[src/rtl/dxlate_pkg.sv]
package dxlate_pkg;
  typedef enum logic [2:0] {
    FLT_NONE    = 3'd0,
    FLT_ALIGN   = 3'd1,
    FLT_PAGE    = 3'd2,
    FLT_ACV     = 3'd3,
    FLT_MISS    = 3'd4,
    FLT_MISS_PT = 3'd5,
    FLT_MCHK    = 3'd6
  } fault_e;

  localparam int ST_W     = 6;
  localparam int ST_WR    = 0;
  localparam int ST_ACV   = 1;
  localparam int ST_FONR  = 2;
  localparam int ST_FONW  = 3;
  localparam int ST_MISS  = 4;
  localparam int ST_BADVA = 5;

  localparam logic [1:0] MODE_KERNEL = 2'd0;
endpackage

[src/rtl/dxlate_tlb.sv]
module dxlate_tlb #(
  parameter int ENTRIES = 8,
  parameter int VPN_W   = 30,
  parameter int PPN_W   = 32,
  parameter int ASN_W   = 8,
  localparam int IDX_W  = (ENTRIES > 1) ? $clog2(ENTRIES) : 1
) (
  input  logic             clk,
  input  logic             rst,
  input  logic             fill_en,
  input  logic [IDX_W-1:0] fill_idx,
  input  logic [VPN_W-1:0] fill_vpn,
  input  logic [ASN_W-1:0] fill_asn,
  input  logic             fill_global,
  input  logic [PPN_W-1:0] fill_ppn,
  input  logic [3:0]       fill_re,
  input  logic [3:0]       fill_we,
  input  logic             fill_fonr,
  input  logic             fill_fonw,
  input  logic [VPN_W-1:0] lk_vpn,
  input  logic [ASN_W-1:0] lk_asn,
  output logic             hit,
  output logic [PPN_W-1:0] hit_ppn,
  output logic [3:0]       hit_re,
  output logic [3:0]       hit_we,
  output logic             hit_fonr,
  output logic             hit_fonw
);
  logic [ENTRIES-1:0] vld_q;
  logic [ENTRIES-1:0] glb_q;
  logic [ENTRIES-1:0] fonr_q;
  logic [ENTRIES-1:0] fonw_q;
  logic [VPN_W-1:0]   tag_q [ENTRIES];
  logic [ASN_W-1:0]   asn_q [ENTRIES];
  logic [PPN_W-1:0]   ppn_q [ENTRIES];
  logic [3:0]         re_q  [ENTRIES];
  logic [3:0]         we_q  [ENTRIES];
  logic [ENTRIES-1:0] match;
  logic [IDX_W-1:0]   sel;

  // valid bits are the only reset state; entry payload is plain storage
  always_ff @(posedge clk) begin
    if (rst) begin
      vld_q <= '0;
    end else if (fill_en) begin
      vld_q[fill_idx] <= 1'b1;
    end
  end

  always_ff @(posedge clk) begin
    if (fill_en) begin
      glb_q[fill_idx]  <= fill_global;
      fonr_q[fill_idx] <= fill_fonr;
      fonw_q[fill_idx] <= fill_fonw;
      tag_q[fill_idx]  <= fill_vpn;
      asn_q[fill_idx]  <= fill_asn;
      ppn_q[fill_idx]  <= fill_ppn;
      re_q[fill_idx]   <= fill_re;
      we_q[fill_idx]   <= fill_we;
    end
  end

  for (genvar g = 0; g < ENTRIES; g++) begin : g_cmp
    assign match[g] = vld_q[g] && (tag_q[g] == lk_vpn) &&
                      (glb_q[g] || (asn_q[g] == lk_asn));
  end

  // lowest index wins
  always_comb begin
    hit = 1'b0;
    sel = '0;
    for (int i = ENTRIES - 1; i >= 0; i--) begin
      if (match[i]) begin
        hit = 1'b1;
        sel = IDX_W'(i);
      end
    end
  end

  assign hit_ppn  = ppn_q[sel];
  assign hit_re   = re_q[sel];
  assign hit_we   = we_q[sel];
  assign hit_fonr = fonr_q[sel];
  assign hit_fonw = fonw_q[sel];
endmodule

[src/rtl/dxlate_fault.sv]
module dxlate_fault
  import dxlate_pkg::*;
#(
  parameter int VA_BITS    = 43,
  parameter int PA_BITS    = 44,
  parameter int PAGE_BITS  = 13,
  parameter int PPN_W      = 32,
  parameter int SP_EXT_BIT = 40,
  parameter int UC_CLR_LO  = 35
) (
  input  logic [63:0]      va,
  input  logic [1:0]       size,
  input  logic             wr,
  input  logic             phys,
  input  logic             alt_sel,
  input  logic             ptacc,
  input  logic             pc0,
  input  logic [1:0]       cur_mode,
  input  logic [1:0]       alt_mode,
  input  logic             hit,
  input  logic [PPN_W-1:0] hit_ppn,
  input  logic [3:0]       hit_re,
  input  logic [3:0]       hit_we,
  input  logic             hit_fonr,
  input  logic             hit_fonw,
  output fault_e           fault,
  output logic [ST_W-1:0]  status,
  output logic [63:0]      pa,
  output logic             uncached
);
  localparam int UC_BIT = PA_BITS - 1;

  logic [1:0]  eff_mode;
  logic [2:0]  low_mask;
  logic        misalign;
  logic        canon;
  logic        superpg;
  logic [63:0] pa_raw;
  logic [63:0] sp_pa;
  logic [63:0] tlb_pa;
  logic        xlated;

  always_comb begin
    eff_mode = pc0 ? (alt_sel ? alt_mode : MODE_KERNEL) : cur_mode;
    case (size)
      2'd0:    low_mask = 3'b000;
      2'd1:    low_mask = 3'b001;
      2'd2:    low_mask = 3'b011;
      default: low_mask = 3'b111;
    endcase
    misalign = |(va[2:0] & low_mask);
    canon    = (&va[63:VA_BITS-1]) | ~(|va[63:VA_BITS-1]);
    superpg  = (va[47:41] == 7'h7e);

    sp_pa = va & ((64'd1 << PA_BITS) - 64'd1);
    if (sp_pa[SP_EXT_BIT]) sp_pa[PA_BITS-1:SP_EXT_BIT] = '1;
    else                   sp_pa[63:SP_EXT_BIT] = '0;

    tlb_pa = 64'({hit_ppn, va[PAGE_BITS-1:0]});
  end

  always_comb begin
    fault    = FLT_NONE;
    status   = '0;
    pa_raw   = '0;
    xlated   = 1'b0;
    pa       = '0;
    uncached = 1'b0;

    if (misalign) begin
      fault         = FLT_ALIGN;
      status[ST_WR] = wr;
    end else if (phys) begin
      pa_raw = va;
      xlated = 1'b1;
    end else if (!canon) begin
      fault            = FLT_PAGE;
      status[ST_WR]    = wr;
      status[ST_BADVA] = 1'b1;
      status[ST_ACV]   = 1'b1;
    end else if (superpg) begin
      if (cur_mode != MODE_KERNEL) begin
        fault          = FLT_ACV;
        status[ST_WR]  = wr;
        status[ST_ACV] = 1'b1;
      end else begin
        pa_raw = sp_pa;
        xlated = 1'b1;
      end
    end else if (!hit) begin
      fault           = ptacc ? FLT_MISS_PT : FLT_MISS;
      status[ST_WR]   = wr;
      status[ST_MISS] = 1'b1;
    end else if (wr) begin
      status[ST_WR] = 1'b1;
      if (!hit_we[eff_mode]) begin
        fault           = FLT_PAGE;
        status[ST_ACV]  = 1'b1;
        status[ST_FONW] = hit_fonw;
      end else if (hit_fonw) begin
        fault           = FLT_PAGE;
        status[ST_FONW] = 1'b1;
      end else begin
        status = '0;
        pa_raw = tlb_pa;
        xlated = 1'b1;
      end
    end else begin
      if (!hit_re[eff_mode]) begin
        fault           = FLT_ACV;
        status[ST_ACV]  = 1'b1;
        status[ST_FONR] = hit_fonr;
      end else if (hit_fonr) begin
        fault           = FLT_PAGE;
        status[ST_FONR] = 1'b1;
      end else begin
        pa_raw = tlb_pa;
        xlated = 1'b1;
      end
    end

    if (xlated) begin
      if (|pa_raw[63:PA_BITS]) begin
        fault = FLT_MCHK;
      end else begin
        pa = pa_raw;
        if (pa_raw[UC_BIT]) begin
          uncached = 1'b1;
          pa[UC_BIT-1:UC_CLR_LO] = '0;
        end
      end
    end
  end
endmodule

[src/rtl/dxlate_unit.sv]
module dxlate_unit
  import dxlate_pkg::*;
#(
  parameter int ENTRIES    = 8,
  parameter int VA_BITS    = 43,
  parameter int PA_BITS    = 44,
  parameter int PAGE_BITS  = 13,
  parameter int PPN_W      = 32,
  parameter int ASN_W      = 8,
  localparam int VPN_W     = VA_BITS - PAGE_BITS,
  localparam int IDX_W     = (ENTRIES > 1) ? $clog2(ENTRIES) : 1
) (
  input  logic             clk,
  input  logic             rst,
  input  logic             req_valid,
  input  logic [63:0]      req_va,
  input  logic [1:0]       req_size,
  input  logic             req_write,
  input  logic             req_phys,
  input  logic             req_alt,
  input  logic             req_ptacc,
  input  logic             req_pc0,
  input  logic [1:0]       cur_mode,
  input  logic [1:0]       alt_mode,
  input  logic [ASN_W-1:0] cur_asn,
  input  logic             fill_en,
  input  logic [IDX_W-1:0] fill_idx,
  input  logic [VPN_W-1:0] fill_vpn,
  input  logic [ASN_W-1:0] fill_asn,
  input  logic             fill_global,
  input  logic [PPN_W-1:0] fill_ppn,
  input  logic [3:0]       fill_rd_en,
  input  logic [3:0]       fill_wr_en,
  input  logic             fill_fonr,
  input  logic             fill_fonw,
  output logic             out_valid,
  output logic [63:0]      out_pa,
  output logic             out_uncached,
  output logic [2:0]       out_fault,
  output logic [ST_W-1:0]  out_status
);
  logic             hit;
  logic [PPN_W-1:0] hit_ppn;
  logic [3:0]       hit_re;
  logic [3:0]       hit_we;
  logic             hit_fonr;
  logic             hit_fonw;
  fault_e           c_fault;
  logic [ST_W-1:0]  c_status;
  logic [63:0]      c_pa;
  logic             c_unc;

  dxlate_tlb #(
    .ENTRIES(ENTRIES), .VPN_W(VPN_W), .PPN_W(PPN_W), .ASN_W(ASN_W)
  ) u_tlb (
    .clk(clk), .rst(rst),
    .fill_en(fill_en), .fill_idx(fill_idx), .fill_vpn(fill_vpn),
    .fill_asn(fill_asn), .fill_global(fill_global), .fill_ppn(fill_ppn),
    .fill_re(fill_rd_en), .fill_we(fill_wr_en),
    .fill_fonr(fill_fonr), .fill_fonw(fill_fonw),
    .lk_vpn(req_va[VA_BITS-1:PAGE_BITS]), .lk_asn(cur_asn),
    .hit(hit), .hit_ppn(hit_ppn), .hit_re(hit_re), .hit_we(hit_we),
    .hit_fonr(hit_fonr), .hit_fonw(hit_fonw)
  );

  dxlate_fault #(
    .VA_BITS(VA_BITS), .PA_BITS(PA_BITS), .PAGE_BITS(PAGE_BITS),
    .PPN_W(PPN_W), .SP_EXT_BIT(40), .UC_CLR_LO(35)
  ) u_fault (
    .va(req_va), .size(req_size), .wr(req_write), .phys(req_phys),
    .alt_sel(req_alt), .ptacc(req_ptacc), .pc0(req_pc0),
    .cur_mode(cur_mode), .alt_mode(alt_mode),
    .hit(hit), .hit_ppn(hit_ppn), .hit_re(hit_re), .hit_we(hit_we),
    .hit_fonr(hit_fonr), .hit_fonw(hit_fonw),
    .fault(c_fault), .status(c_status), .pa(c_pa), .uncached(c_unc)
  );

  always_ff @(posedge clk) begin
    if (rst) begin
      out_valid    <= 1'b0;
      out_pa       <= '0;
      out_uncached <= 1'b0;
      out_fault    <= FLT_NONE;
      out_status   <= '0;
    end else begin
      out_valid <= req_valid;
      if (req_valid) begin
        out_pa       <= c_pa;
        out_uncached <= c_unc;
        out_fault    <= c_fault;
        out_status   <= c_status;
      end
    end
  end
endmodule

[config.mk]
export PLATFORM = sky130hd
export DESIGN_NAME = dxlate_unit
export DESIGN_NICKNAME = d
export VERILOG_FILES = /design/src/rtl/dxlate_pkg.sv /design/src/rtl/dxlate_tlb.sv /design/src/rtl/dxlate_fault.sv /design/src/rtl/dxlate_unit.sv
export SDC_FILE = /design/constraint.sdc
export NUM_CORES = 1
export LEC_CHECK = 0
export ABC_CLOCK_PERIOD_IN_PS = 12500
export BUFFER_PORTS_ARGS = -buffer_cell sky130_fd_sc_hd__buf_2
export CAP_MARGIN = 20
export CORE_MARGIN = 1
export CORE_UTILIZATION = 50
export DETAILED_ROUTE_END_ITERATION = 8
export PLACE_DENSITY = 0.68
export SKIP_CTS_REPAIR_TIMING = 1
export SYNTH_ARGS = -nofsm -noshare
export SYNTH_HDL_FRONTEND = slang
export SYNTH_SLANG_ARGS = --single-unit
[constraint.sdc]
create_clock -name clk -period 12.5 [get_ports clk]
set_input_delay 3.75 -clock clk [delete_from_list [all_inputs] [get_ports clk]]
set_output_delay 3.75 -clock clk [all_outputs]
set_load 0.005 [all_outputs]
==> run_results.csv, run 1 <==
group,metric,value,unit
timing,maxSlewHeadroom,0.287,
worst_setup_path,critical_path.top_delay_family,"compound AO/OA/AOI/OAI gates",
clock_tree,cts.sink_count,730,
synthesis,synth_top_family_by_area,"simple AND/OR/NAND/NOR gates",
worst_setup_path,crit_fanout,64,
worst_setup_path,crit_chain,"buf_2, xnor2_1, nand4_1, nor4_1, nand4_1, o21a_1, nand2_2, a21o_2, buf_4, a2111oi_0, o32a_1, nand4b_1, a32o_1, mux2i_4, buf_4, a22o_1",
synthesis,syn_area,0.0302,sq mm
timing,skew,0.0200,ns
final_layout,fill_cells,4577,
timing,finalSetupViolations,0,
timing,rsz0062_at_grt,"false",
placed_design,pre_cts_slack,3.05,ns
drt,drt-total-wl,88900,um
global_routing,grt_pass1_wl,127000,um
synthesis,synth-xor-area-share,0.0883,
global_routing,grt_pass1_vias,18600,
synthesis,synth_cells,2146,
clock_tree,cts_tree,"done",
final_layout,fin_util,0.586,
drt,drtIter0Drc,2055,
placed_design,dp_hpwl,58500,um
outcome,status,"finished clean",
worst_setup_path,crit_path_max_incr_delay,0.73,ns
final_layout,fin_cells,3223,
timing,finalSetupTns,0,ns
global_routing,grt_max_degree,77,
worst_hold_path,hold_start,"out_pa[61]",
final_layout,fin_area,0.0348,sq mm
synthesis,ys.flop_type,"edfxtp_1",
placed_design,numPortBuffers,245,
synthesis,synth_top_area_cell,"edfxtp_1",
worst_setup_path,critPathKind,"in -> reg",
global_routing,grt_antenna_before_repair,6,
global_routing,grt_overflow,0,
timing,hold_violations,0,
pwr,leakagePower,11.9,nW
floorplanning,die_h,248,um
drt,ant_nets,0,
worst_setup_path,worstPathArrival,9.50,ns
synthesis,synth_cell_types,67,
floorplanning,die_area,0.0614,sq mm
clock_tree,clk_latency,0.63,ns
synthesis,yosys.area_share.simple,0.110,
floorplanning,fp.dieW,248,um
synthesis,synth_fp_nets,2317,
drt,drc,0,
synthesis,synthAdderAreaFrac,0,
timing,drv_slew,0,
clock_tree,clk_path_buf_depth,3,
floorplanning,rows,89,
final_layout,fin_nets,2553,
placed_design,placed_cells,3077,
placed_design,dpl-instance-area,0.0322,sq mm
synthesis,ys_warn_count,0,
worst_setup_path,cp-end-kind,"flop",
worst_hold_path,hp-class,"reg -> reg",
drt,viasPerCell,5.92,
synthesis,yosys.area.top_type_share,0.644,
synthesis,ys_seq_area_frac,0.698,
clock_tree,path_clk_slew,0.06,ns
pwr,power,5.39,mW
timing,fmax,112,MHz
clock_tree,cts-root-buf,"clkbuf_16",
drt,dr_total_vias,19100,
placed_design,gp_congestion,0.956,
worst_setup_path,r2r_start,"u_tlb.tag_q[6][3]",
timing,period_share,0.715,
worst_setup_path,startpoint,"req_va[14]",
synthesis,syn_avg_cell_area,14.1,sq um
clock_tree,cts-buffers-inserted,76,
floorplanning,fp.coreArea,0.0594,sq mm
synthesis,async_reset_ff_frac,0,
floorplanning,initial_core_util,0.509,
worst_setup_path,required,13.06,ns
timing,min_period,8.94,ns
pwr,vdd_ir_drop_max,0.131,mV
synthesis,synthMuxAreaShare,0.0204,
timing,setup_slack,3.56,ns
synthesis,ys_ff_latch,730,
worst_setup_path,slowest_stage,"nor4_1",
drt,wl_per_cell,27.6,um
pwr,power_density,155,mW/mm^2
worst_setup_path,cp_num_buf_inv,3,
synthesis,synthTopCellsByArea,"edfxtp_1 (64%), xnor2_1 (6.6%), dfxtp_1 (5.4%), nand2_1 (3.3%), nand4_1 (2.4%)",
synthesis,synth_edf_count,648,
timing,whs,0.462,ns
synthesis,synth_compound_area_frac,0.0637,
floorplanning,io_pins,246,
job,maxCapViolCount,0,
timing,worst_slew_pin_slew,1.07,ns
final_layout,area_growth,15.0,%
drt,dr.pass1.iters,5,
final_layout,final_common_cell,"edfxtp_1",
clock_tree,htreeDepth,3,
worst_setup_path,start_kind,"input port",
final_layout,drive_above_1_share,0.174,
global_routing,globalRouteTotalUtil,0.289,
final_layout,final_cell_mix,"edfxtp_1 (648), nand2_1 (267), buf_2 (245)",
==> sequential cells by signal, indices dropped and copies added, names as in the netlist <==
signal and count:
u_tlb.we_q 32, u_tlb.ppn_q 256, u_tlb.vld_q 8, out_fault 3, u_tlb.re_q 32, u_tlb.fonr_q 8, u_tlb.fonw_q 8, out_status 6
u_tlb.glb_q 8, u_tlb.tag_q 240, out_pa 64, u_tlb.asn_q 64, out_valid 1
==> cell usage after synthesis (all sizes together) (7+ instances only) <==
cell	instances
nand2	268
nor2	63
xor2	76
mux2	10
and3	60
clkbuf	59
nand4b	8
nor4	39
buf	55
a311oi	10
a21oi	44
mux2i	49
edfxtp	648
inv	15
a22o	36
nand3	13
and4	7
o21ai	48
and2	40
nor4b	19
a41o	9
xnor2	228
nor3	8
a211oi	41
nand4	114
a31oi	33
dfxtp	82
==> cell families (layout without fill, tap and decap cells) <==
| group | Yosys count | count (layout) |
|---|---|---|
| and+or+nand+nor | 651 | 651 |
| buffers and inverters | 129 | 429 |
| xor gates and xnor gates | 304 | 304 |
| DFF | 730 | 730 |
| other | 0 | 4 |
| AOI/OAI and AO/OA | 273 | 273 |
| muxes | 59 | 59 |
==> layout make-up <==
class	count	area [sq um]	share of cell area
timing repair buffer	272	1430	0.0411
clock buffer	109	2230	0.0641
multi-input combinational	1287	8640	0.249
inverter	15	56.3	0.00162
antenna	4	10.0	0.000288
clock inverter	33	335	0.00964
sequential	730	21100	0.607
tap	773	967	0.0278
==> power by group <==
group          switching [mW]  leakage, nW  internal (mW)
Combinational           0.222         4.06         0.0985
Sequential             0.0249         6.55           2.73
Clock                   0.953         1.25           1.35
Total                    1.20         11.9           4.19
==> layer usage <==
| layer | GRT usage | vias up | routed length [um] |
|---|---|---|---|
| met1 | 0.391 | 9641 | 36300 |
| met3 | 0.0439 | 109 | 6220 |
| met5 | 0 | - | 36 |
| met2 | 0.486 | 778 | 44500 |
| met4 | 0.0796 | 6 | 1770 |
| li1 | - | 8555 | - |
==> final timing paths <==
path	slack, ns	cells after the start	end
max	3.56	16	out_pa[21]
min	0.46	1	out_pa[61]
max reg2reg	6.61	15	out_pa[21]
min reg2reg	0.46	1	out_pa[61]
Note: power is estimated with default switching activity, not from simulation.
==> inputs of run 2 (changes only) <==
--- a/config.mk
+++ b/config.mk
@@ -5,7 +5,7 @@
 export SDC_FILE = /design/constraint.sdc
 export NUM_CORES = 1
 export LEC_CHECK = 0
-export ABC_CLOCK_PERIOD_IN_PS = 12500
+export ABC_CLOCK_PERIOD_IN_PS = 8300
 export BUFFER_PORTS_ARGS = -buffer_cell sky130_fd_sc_hd__buf_2
 export CAP_MARGIN = 20
 export CORE_MARGIN = 1
==> constraint.sdc (replaced) <==
create_clock -name clk -period 8.3 [get_ports clk]
set_input_delay 2.49 -clock clk [delete_from_list [all_inputs] [get_ports clk]]
set_output_delay 2.49 -clock clk [all_outputs]
set_load 0.005 [all_outputs]
==> run 2 against run 1 <==
Effect of this change:
- largest cell class unchanged
- highest routed layer unchanged
- sequential share of layout area is 0.070 points lower
- global-route usage is 0.24 points higher
- first-iteration DRC count is 5.5% lower
- worst setup slack worse by 2.4 ns
==> run_results.csv, run 2 (same netlist as run 1, synthesis figures left out) <==
group,metric,value,unit
floorplanning,rows,89,
final_layout,reg.largest.list,"u_tlb.ppn_q: 256 flops, u_tlb.tag_q: 240 flops",
timing,finalSetupViolations,0,
final_layout,largest_reg_flops,256,
worst_hold_path,hold_start,"out_pa[37]",
drt,dr.pass1.iters,5,
drt,wl_per_cell,27.6,um
worst_setup_path,startpoint,"req_va[14]",
clock_tree,cts-root-buf,"clkbuf_16",
drt,dr_total_vias,19200,
pwr,p_clk_frac,0.421,
timing,period_share,0.861,
pwr,comb_power_share,0.061,
floorplanning,io_pins,246,
global_routing,grt_pass1_vias,18800,
placed_design,pre_cts_slack,0.795,ns
clock_tree,clk_latency,0.63,ns
worst_setup_path,required,8.82,ns
worst_setup_path,crit_fanout,51,
timing,maxSlewHeadroom,0.336,
outcome,status,"finished clean",
timing,rsz0062_at_grt,"false",
timing,skew,0.0168,ns
global_routing,grt_max_degree,69,
pwr,leakagePower,11.9,nW
worst_setup_path,crit_chain,"buf_2, xnor2_1, nand4_1, nor4_2, nand4_1, nand4_1, and3_2, buf_4, o21ai_0, a221oi_1, nor2_1, a211o_1, a32o_1, mux2i_4, buf_4, a22o_1",
timing,fmax,140,MHz
clock_tree,clk_path_buf_depth,3,
pwr,switching_share,0.225,
worst_setup_path,slowest_stage,"xnor2_1",
timing,setup_slack,1.16,ns
global_routing,globalRouteTotalUtil,0.291,
clock_tree,cts-buffers-inserted,76,
floorplanning,fp.coreArea,0.0594,sq mm
drt,drtIter0Drc,1941,
pwr,power_density,230,mW/mm^2
timing,min_period,7.14,ns
pwr,power.share.sequential,0.518,
clock_tree,cts_tree,"done",
timing,drv_slew,0,
worst_hold_path,hp-class,"reg -> reg",
worst_setup_path,cp-end-kind,"flop",
final_layout,seqCellArea,0.0211,sq mm
final_layout,drive_above_1_share,0.176,
worst_setup_path,cp_num_buf_inv,3,
final_layout,fin_nets,2566,
timing,hold_violations,0,
final_layout,final_cell_mix,"edfxtp_1 (648), nand2_1 (267), buf_2 (245)",
drt,drt-total-wl,89200,um
worst_setup_path,crit_top_cell,"nand4_1",
global_routing,grt_antenna_before_repair,11,
pwr,vdd_ir_drop_max,0.196,mV
worst_setup_path,start_kind,"input port",
final_layout,area_growth,15.1,%
worst_setup_path,r2r_start,"u_tlb.tag_q[7][1]",
drt,viasPerCell,5.95,
timing,worst_slew_pin_slew,0.997,ns
worst_setup_path,critPathKind,"in -> reg",
clock_tree,path_clk_slew,0.06,ns
placed_design,gp_congestion,0.986,
clock_tree,htreeDepth,3,
final_layout,final_common_cell,"edfxtp_1",
pwr,p_int,6.21,mW
final_layout,top_register,"u_tlb.ppn_q",
worst_setup_path,critical_path.top_delay_family,"simple AND/OR/NAND/NOR gates",
worst_setup_path,crit_path_max_incr_delay,0.58,ns
global_routing,grt_pass1_wl,127000,um
floorplanning,fp.dieW,248,um
timing,finalSetupTns,0,ns
final_layout,fill_cells,4596,
clock_tree,cts.sink_count,730,
floorplanning,initial_core_util,0.509,
global_routing,grt_overflow,0,
floorplanning,die_h,248,um
pwr,switchingPower,1.81,mW
floorplanning,die_area,0.0614,sq mm
drt,drc,0,
job,maxCapViolCount,0,
final_layout,multi_input_comb_area,0.00865,sq mm
worst_setup_path,worstPathArrival,7.66,ns
placed_design,dp_hpwl,59700,um
drt,ant_nets,0,
placed_design,numPortBuffers,245,
-- run 2: cell count changes in the layout (fill, tap and decap cells not counted), sizes merged --
cell      previous run  this run
buf                272       285
bufinv               5         4
clkbuf             109       107
clkinv              16        22
clkinvlp             5         3
diode                4         3
inv                 22        20
-- run 2: area by class of cell --
cell class / count / share of cell area
well taps: 773 / 0.0278
flip-flops and latches: 730 / 0.606
multi-input cells: 1287 / 0.249
clock inverters: 34 / 0.00881
clock buffers: 107 / 0.0619
diodes: 3 / 0.000216
repair buffers: 285 / 0.0449
inverters: 15 / 0.00162
-- run 2: layer usage --
| layer | track usage | vias to the layer above | routed length (um) |
|---|---|---|---|
| met1 | 0.393 | 9687 | 36300 |
| met4 | 0.105 | 14 | 2600 |
| li1 | - | 8585 | - |
| met3 | 0.0443 | 142 | 6190 |
| met2 | 0.480 | 817 | 44000 |
| met5 | 0 | - | 95 |
-- run 2: path summary, 6_finish.rpt --
kind / endpoint / slack, ns / cells past startpoint
max: out_pa[24] / 1.16 / 16
min: out_pa[37] / 0.45 / 2
max reg2reg: out_pa[24] / 2.92 / 15
min reg2reg: out_pa[37] / 0.45 / 2
-- run 2: worst register-to-register path: stages (launching register included) --
cell	delay, ns
edfxtp_1	0.39
xnor2_1	0.53
nand4_1	0.19
nor4_2	0.55
nand4_1	0.28
nand4_1	0.24
and3_2	0.35
buf_4	0.58
o21ai_0	0.25
a221oi_1	0.32
nor2_1	0.08
a211o_1	0.33
a32o_1	0.43
mux2i_4	0.26
buf_4	0.25
a22o_1	0.25
-- run 2: power groups by stage --
| stage | Combinational, mW | Clock (mW) | Sequential, mW |
|---|---|---|---|
| floorplan | 0.248 | 0 | 4.23 |
| global placement | 0.478 | 0 | 4.23 |
| detailed placement | 0.486 | 0 | 4.23 |
| CTS | 0.488 | 3.41 | 4.15 |
| global route | 0.519 | 3.56 | 4.16 |
| finish | 0.492 | 3.38 | 4.15 |
-- run 2: per-stage QoR --
step	instance area (sq um)	std cells	hold WS [ns]	util	power [mW]
final	34800	3234	0.451	0.586	8.02
after global routing	34800	3233	0.479	0.586	8.24
after detailed placement	32300	3090	0.443	0.545	4.72
after floorplan	30200	2146	0.449	-	4.48
after global placement	32300	3089	0.435	0.545	4.70
after CTS	34800	3231	0.456	0.586	8.05
